<file path="src/rtl/lpa_pkg.sv">
package lpa_pkg;
    typedef enum logic [1:0] {
        ST_IDLE   = 2'd0,
        ST_TIMING = 2'd1,
        ST_LOCKED = 2'd2,
        ST_BARRED = 2'd3
    } lpa_state_e;
endpackage

</file>
<file path="src/rtl/lpa_period.sv">
module lpa_period #(
    parameter int TO_W  = 6,
    parameter int MUL_W = 2,
    localparam int PER_W = TO_W + (1 << MUL_W) - 1
) (
    input  logic [TO_W-1:0]  to_val,
    input  logic [MUL_W-1:0] to_mul,
    output logic [PER_W-1:0] period
);
    // factor is 2**code: the multiplier is a left shift
    always_comb begin
        period = PER_W'(to_val) << to_mul;
    end
endmodule

</file>
<file path="src/rtl/lpa_lock_fsm.sv">
module lpa_lock_fsm
    import lpa_pkg::*;
#(
    parameter int N_IN  = 14,
    parameter int SEL_W = 4,
    parameter int PER_W = 9
) (
    input  logic             clk,
    input  logic             rst,
    input  logic [SEL_W-1:0] sel_idx,
    input  logic             lock_in,
    input  logic             tick,
    input  logic [PER_W-1:0] period,
    input  logic [N_IN-1:0]  alarm_vec,
    output logic [N_IN-1:0]  raise_vec
);
    lpa_state_e       st_q, st_d;
    logic [SEL_W-1:0] sel_q;
    logic [PER_W-1:0] cnt_q, cnt_d;
    logic [N_IN-1:0]  sel_oh;
    logic             sel_ok, sel_chg, alarm_sel, raise;
    logic [PER_W:0]   cnt_inc;

    // decode the selected input into a one-hot vector
    always_comb begin
        sel_oh = '0;
        for (int k = 0; k < N_IN; k++) begin
            if (sel_idx == SEL_W'(k + 1)) sel_oh[k] = 1'b1;
        end
    end

    assign sel_ok    = |sel_oh;
    assign sel_chg   = (sel_idx != sel_q);
    assign alarm_sel = |(sel_oh & alarm_vec);
    assign cnt_inc   = {1'b0, cnt_q} + 1'b1;

    // state register
    always_ff @(posedge clk) begin
        if (rst) begin
            st_q  <= ST_IDLE;
            cnt_q <= '0;
            sel_q <= '0;
        end else begin
            st_q  <= st_d;
            cnt_q <= cnt_d;
            sel_q <= sel_idx;
        end
    end

    // next state and outputs
    always_comb begin
        st_d  = st_q;
        cnt_d = cnt_q;
        raise = 1'b0;
        if (sel_chg || !sel_ok || (period == '0)) begin
            st_d  = ST_IDLE;
            cnt_d = '0;
        end else if (alarm_sel) begin
            st_d  = ST_BARRED;
            cnt_d = '0;
        end else begin
            unique case (st_q)
                ST_IDLE: begin
                    st_d  = lock_in ? ST_LOCKED : ST_TIMING;
                    cnt_d = '0;
                end
                ST_TIMING: begin
                    if (lock_in) begin
                        st_d  = ST_LOCKED;
                        cnt_d = '0;
                    end else if (tick) begin
                        if (cnt_inc >= {1'b0, period}) begin
                            raise = 1'b1;
                            st_d  = ST_BARRED;
                            cnt_d = '0;
                        end else begin
                            cnt_d = cnt_inc[PER_W-1:0];
                        end
                    end
                end
                ST_LOCKED: begin
                    if (!lock_in) begin
                        st_d  = ST_TIMING;
                        cnt_d = '0;
                    end
                end
                ST_BARRED: begin
                    st_d  = ST_IDLE;
                    cnt_d = '0;
                end
                default: begin
                    st_d  = ST_IDLE;
                    cnt_d = '0;
                end
            endcase
        end
    end

    assign raise_vec = raise ? sel_oh : '0;
endmodule

</file>
<file path="src/rtl/lpa_alarm_slot.sv">
module lpa_alarm_slot #(
    parameter int PER_W = 9
) (
    input  logic             clk,
    input  logic             rst,
    input  logic             raise,
    input  logic             auto_mode,
    input  logic             wr_clr,
    input  logic             tick,
    input  logic [PER_W-1:0] period,
    output logic             alarm
);
    logic [PER_W-1:0] age_q;
    logic [PER_W:0]   age_inc;

    assign age_inc = {1'b0, age_q} + 1'b1;

    always_ff @(posedge clk) begin
        if (rst) begin
            alarm <= 1'b0;
            age_q <= '0;
        end else if (raise) begin
            alarm <= 1'b1;
            age_q <= '0;
        end else if (!alarm) begin
            age_q <= '0;
        end else if (auto_mode) begin
            if (tick) begin
                if (age_inc >= {1'b0, period}) begin
                    alarm <= 1'b0;
                    age_q <= '0;
                end else begin
                    age_q <= age_inc[PER_W-1:0];
                end
            end
        end else begin
            age_q <= '0;
            if (wr_clr) alarm <= 1'b0;
        end
    end
endmodule

</file>
<file path="src/rtl/lock_alarm_sup.sv">
module lock_alarm_sup #(
    parameter int N_IN  = 14,
    parameter int SEL_W = 4,
    parameter int TO_W  = 6,
    parameter int MUL_W = 2
) (
    input  logic             clk,
    input  logic             rst,
    input  logic [SEL_W-1:0] sel_idx,
    input  logic             lock_in,
    input  logic             tick_1s,
    input  logic [TO_W-1:0]  to_val,
    input  logic [MUL_W-1:0] to_mul,
    input  logic             auto_clr,
    input  logic             wr_en,
    input  logic [N_IN-1:0]  wr_data,
    output logic [N_IN-1:0]  alarm_o,
    output logic [N_IN-1:0]  disq_o
);
    localparam int PER_W = TO_W + (1 << MUL_W) - 1;

    logic [PER_W-1:0] period;
    logic [N_IN-1:0]  raise_vec;
    logic [N_IN-1:0]  alarm_q;

    lpa_period #(.TO_W(TO_W), .MUL_W(MUL_W)) u_period (
        .to_val (to_val),
        .to_mul (to_mul),
        .period (period)
    );

    lpa_lock_fsm #(.N_IN(N_IN), .SEL_W(SEL_W), .PER_W(PER_W)) u_fsm (
        .clk       (clk),
        .rst       (rst),
        .sel_idx   (sel_idx),
        .lock_in   (lock_in),
        .tick      (tick_1s),
        .period    (period),
        .alarm_vec (alarm_q),
        .raise_vec (raise_vec)
    );

    for (genvar k = 0; k < N_IN; k++) begin : g_slot
        lpa_alarm_slot #(.PER_W(PER_W)) u_slot (
            .clk       (clk),
            .rst       (rst),
            .raise     (raise_vec[k]),
            .auto_mode (auto_clr),
            .wr_clr    (wr_en & wr_data[k]),
            .tick      (tick_1s),
            .period    (period),
            .alarm     (alarm_q[k])
        );
    end

    assign alarm_o = alarm_q;
    assign disq_o  = alarm_q;
endmodule

</file>
<file path="config.mk">
export PLATFORM = sky130hd
export DESIGN_NAME = lock_alarm_sup
export DESIGN_NICKNAME = d
export VERILOG_FILES = /design/src/rtl/lpa_pkg.sv /design/src/rtl/lpa_period.sv /design/src/rtl/lpa_lock_fsm.sv /design/src/rtl/lpa_alarm_slot.sv /design/src/rtl/lock_alarm_sup.sv
export SDC_FILE = /design/constraint.sdc
export NUM_CORES = 1
export LEC_CHECK = 0
export CAP_MARGIN = 40
export CORE_ASPECT_RATIO = 1.5
export CORE_MARGIN = 3
export CORE_UTILIZATION = 30
export CTS_BUF_LIST = sky130_fd_sc_hd__clkbuf_4 sky130_fd_sc_hd__clkbuf_8
export CTS_CLUSTER_DIAMETER = 100
export DETAILED_ROUTE_END_ITERATION = 7
export SYNTH_ARGS = -nofsm -noshare
export SYNTH_HDL_FRONTEND = slang
export SYNTH_SLANG_ARGS = --single-unit
</file>
<file path="constraint.sdc">
create_clock -name clk -period 8.1 [get_ports clk]
set_input_delay 1.62 -clock clk [delete_from_list [all_inputs] [get_ports clk]]
set_output_delay 1.62 -clock clk [all_outputs]
set_load 0.02 [all_outputs]
</file>
==> results.toml <==
[timing]
finalSetupTns_ns = 0
grt_setup_unrepaired = "false"
min_period_ns = 5.36
whs_ns = 0.474
fin_crit_sh = 0.662
worst_slack_ns = 2.74
fin_skew_ns = 0.0137
worstMarginPinSlew_ns = 0.869
slew_violations = 0
hold_violations = 0
slew_headroom = 0.420
fmax_mhz = 187
setup_violations = 0

[clock_network]
clock_latency_ns = 0.50
htreeDepth = 4
cts_setup_buffers = 0
cts_inserted_buffers = 17
ctsResizeCount = 0
path_clk_slew_ns = 0.08
cts_root_buffer = "clkbuf_8"
cts_tree = "yes"
clkSinkCount = 155
clock_path_buffers = 2
ctsHoldBuffers = 0

[synthesis]
synthFlopType = "dfxtp_1"
synthCells = 1379
synth_top_area_frac = 0.272
ys_async_sr_fraction = 0
synth-seq-cells = 155
yosysUniqueCellTypes = 66
syn-num-nets = 1561
ys.warnings.count = 0
yosys.area.top_type = "dfxtp_1"
yosys-top-cells-area = "dfxtp_1 (27%), ha_1 (16%), nand2_1 (5.3%)"
synth_edf_count = 0
ys_seq_area_frac = 0.272
avgSynthCellArea_um2 = 8.27
synth.cell_area_um2 = 11400

[worst_setup_path]
critPathKind = "in -> reg"
arrival_ns = 5.81
r2r_start = "g_slot[12].u_slot.age_q[0]$_SDFFE_PP0P_"
reg2reg_slack_ns = 4.47
reg2reg_depth = 12
critPathMaxFanout = 15
cp_top_family = "buffers and inverters"
end_kind = "flop"
crit_buf_inv = 3
cp-start-kind = "input pin"
cp_slowest_stage_delay_ns = 0.72
required_ns = 8.55
crit_chain = "clkdlybuf4s50_1 > mux2_2 > nor2_1 > a21oi_1 > inv_1 > ha_1 > and4_1 > a221o_1 > a2111oi_0 > buf_1 > and2_1 > nor4bb_1 > a21o_1"
reg2reg_to = "g_slot[12].u_slot.age_q[7]$_SDFFE_PP0P_"
cpMaxStageDelayCell = "clkdlybuf4s50_1"

[layout]
final_cell_mix = "nand2_1 (161), dfxtp_1 (155), ha_1 (150)"
stdcell_count = 1904
final_core_util = 0.344
layout-drive-gt1-share = 0.0571
final_common_cell = "nand2_1"
fin_nets = 1589
fill_cells = 3836
area_delta_synth_final_pct = 12.0

[global_routing]
antenna_found_initial = 2
grt_overflow_total = 0
groute.usage.overall = 0.161
grt_max_degree = 27
grt_pass1_vias = 9907
grt_pass1_wl_um = 51400

[floorplanning]
die_area_um2 = 40400
rows = 86
io-pin-count = 60
fp.dieH_um = 245
die_w_um = 165
core_area_um2 = 37100
start_util = 0.307

[power_and_ir_drop]
p_per_area_nw_per_um2 = 120
power_leakage_nw = 5.70
irDropWorstVdd_uv = 101

[routing]
vias = 10200
firstDrtPassIters = 5
via_per_inst = 5.34
wl_per_cell_um = 16.9
drtAntennaViolNets = 0
drc = 0
drtIter0Drc = 613
totalWireLength_um = 32100

[hold_path]
hold_depth = 2
whs_endpoint = "g_slot[8].u_slot.age_q[4]$_SDFFE_PP0P_"
hp-class = "reg -> reg"
hold_path.startpoint = "g_slot[8].u_slot.age_q[4]$_SDFFE_PP0P_"

[job]
maxCapViolCount = 0

[placement]
place.detailed.hpwl_um = 23800
gp_congestion = 0.859
portBuffers = 59
place_ws_ns = 2.33
placed_cells = 1872

[run_status]
outcome = "finished, final reports clean"
## per-layer routing
layer,track usage,part of all wire,routed length (um)
met5,0,0,0
met1,0.193,0.43,13700
met4,0.0667,0.033,1080
met3,0.0260,0.044,1420
met2,0.281,0.50,15900
## cell families after synthesis
kind of cell / Yosys count / synth area share
adders and majority gates: 150 / 0.165
and+or+nand+nor: 541 / 0.245
muxes: 11 / 0.0102
buffers and inverters: 93 / 0.0412
xor gates and xnor gates: 86 / 0.0660
DFF: 155 / 0.272
AOI/OAI and AO/OA: 343 / 0.201
## registers in the layout, summed over array words and instances (netlist names)
name and flops:
g_slot.u_slot.age_q 126, g_slot.u_slot.alarm 14, u_fsm.st_q 2, u_fsm.sel_q 4, u_fsm.cnt_q 9
## Yosys cell counts, types with 5 or more instances
master,number
a21oi_1,76
o22ai_1,5
nor3_1,9
nor2_1,57
and4_1,11
and3_1,51
or3_1,5
xor2_1,33
nor3b_1,8
dfxtp_1,155
xnor2_1,53
a211oi_1,10
nor2b_1,32
a21o_1,45
mux2i_1,6
ha_1,150
and2_1,10
o21ai_1,7
a22o_1,32
nand4_1,27
clkbuf_1,35
nand2_1,161
buf_4,28
o2111ai_1,11
o21ai_0,79
a22oi_1,10
nand3_1,83
inv_1,24
mux2_2,5
a31oi_1,7
or2_2,14
nand2b_1,52
nand4b_1,7
o31ai_1,17
## worst max path at each step
stage          startpoint                                       to  slack [ns]  cells after the start
2_1_floorplan   to_mul[1]  g_slot[12].u_slot.age_q[7]$_SDFFE_PP0P_        2.68                     10
3_3_place_gp    to_mul[0]  g_slot[12].u_slot.age_q[7]$_SDFFE_PP0P_        1.98                     11
3_5_place_dp    to_mul[1]  g_slot[12].u_slot.age_q[7]$_SDFFE_PP0P_        2.33                     13
4_1_cts         to_mul[1]  g_slot[12].u_slot.age_q[7]$_SDFFE_PP0P_        2.82                     13
5_1_grt         to_mul[1]   g_slot[5].u_slot.age_q[2]$_SDFFE_PP0P_        2.54                     13
6_report        to_mul[1]  g_slot[12].u_slot.age_q[7]$_SDFFE_PP0P_        2.74                     13
## cell type report
type / count / area [um2] / share of cell area
diodes: 2 / 5.00 / 0.000392
flip-flops and latches: 155 / 3100 / 0.243
inverters: 24 / 90.1 / 0.00705
multi-input cells: 1131 / 7850 / 0.615
clock inverters: 8 / 120 / 0.00940
repair buffers: 78 / 719 / 0.0563
well taps: 484 / 606 / 0.0474
clock buffers: 22 / 278 / 0.0217
## report_power, final
group / leakage, nW / internal [mW] / total, mW / switching, mW
Clock: 0.202 / 0.321 / 0.624 / 0.303
Sequential: 1.25 / 0.762 / 0.763 / 0.000657
Combinational: 4.24 / 0.0554 / 0.152 / 0.0963
Total: 5.70 / 1.14 / 1.54 / 0.400
## worst register-to-register path: cells and delay by family (launching register included)
kind                       cells  cell delay [ns]
buffers and inverters          1             0.23
xor gates and xnor gates       1             0.15
adders and majority gates      2             0.58
DFF                            1             0.44
AOI/OAI and AO/OA              3             1.03
and+or+nand+nor                5             1.17
## through the flow
| stage | cell area (um2) | total power, mW |
|---|---|---|
| after floorplan | 11400 | 0.863 |
| after global placement | 12300 | 0.928 |
| after detailed placement | 12400 | 0.931 |
| after CTS | 12800 | 1.55 |
| after global routing | 12800 | 1.60 |
| final | 12800 | 1.54 |
(Power assumes the default switching activity.)
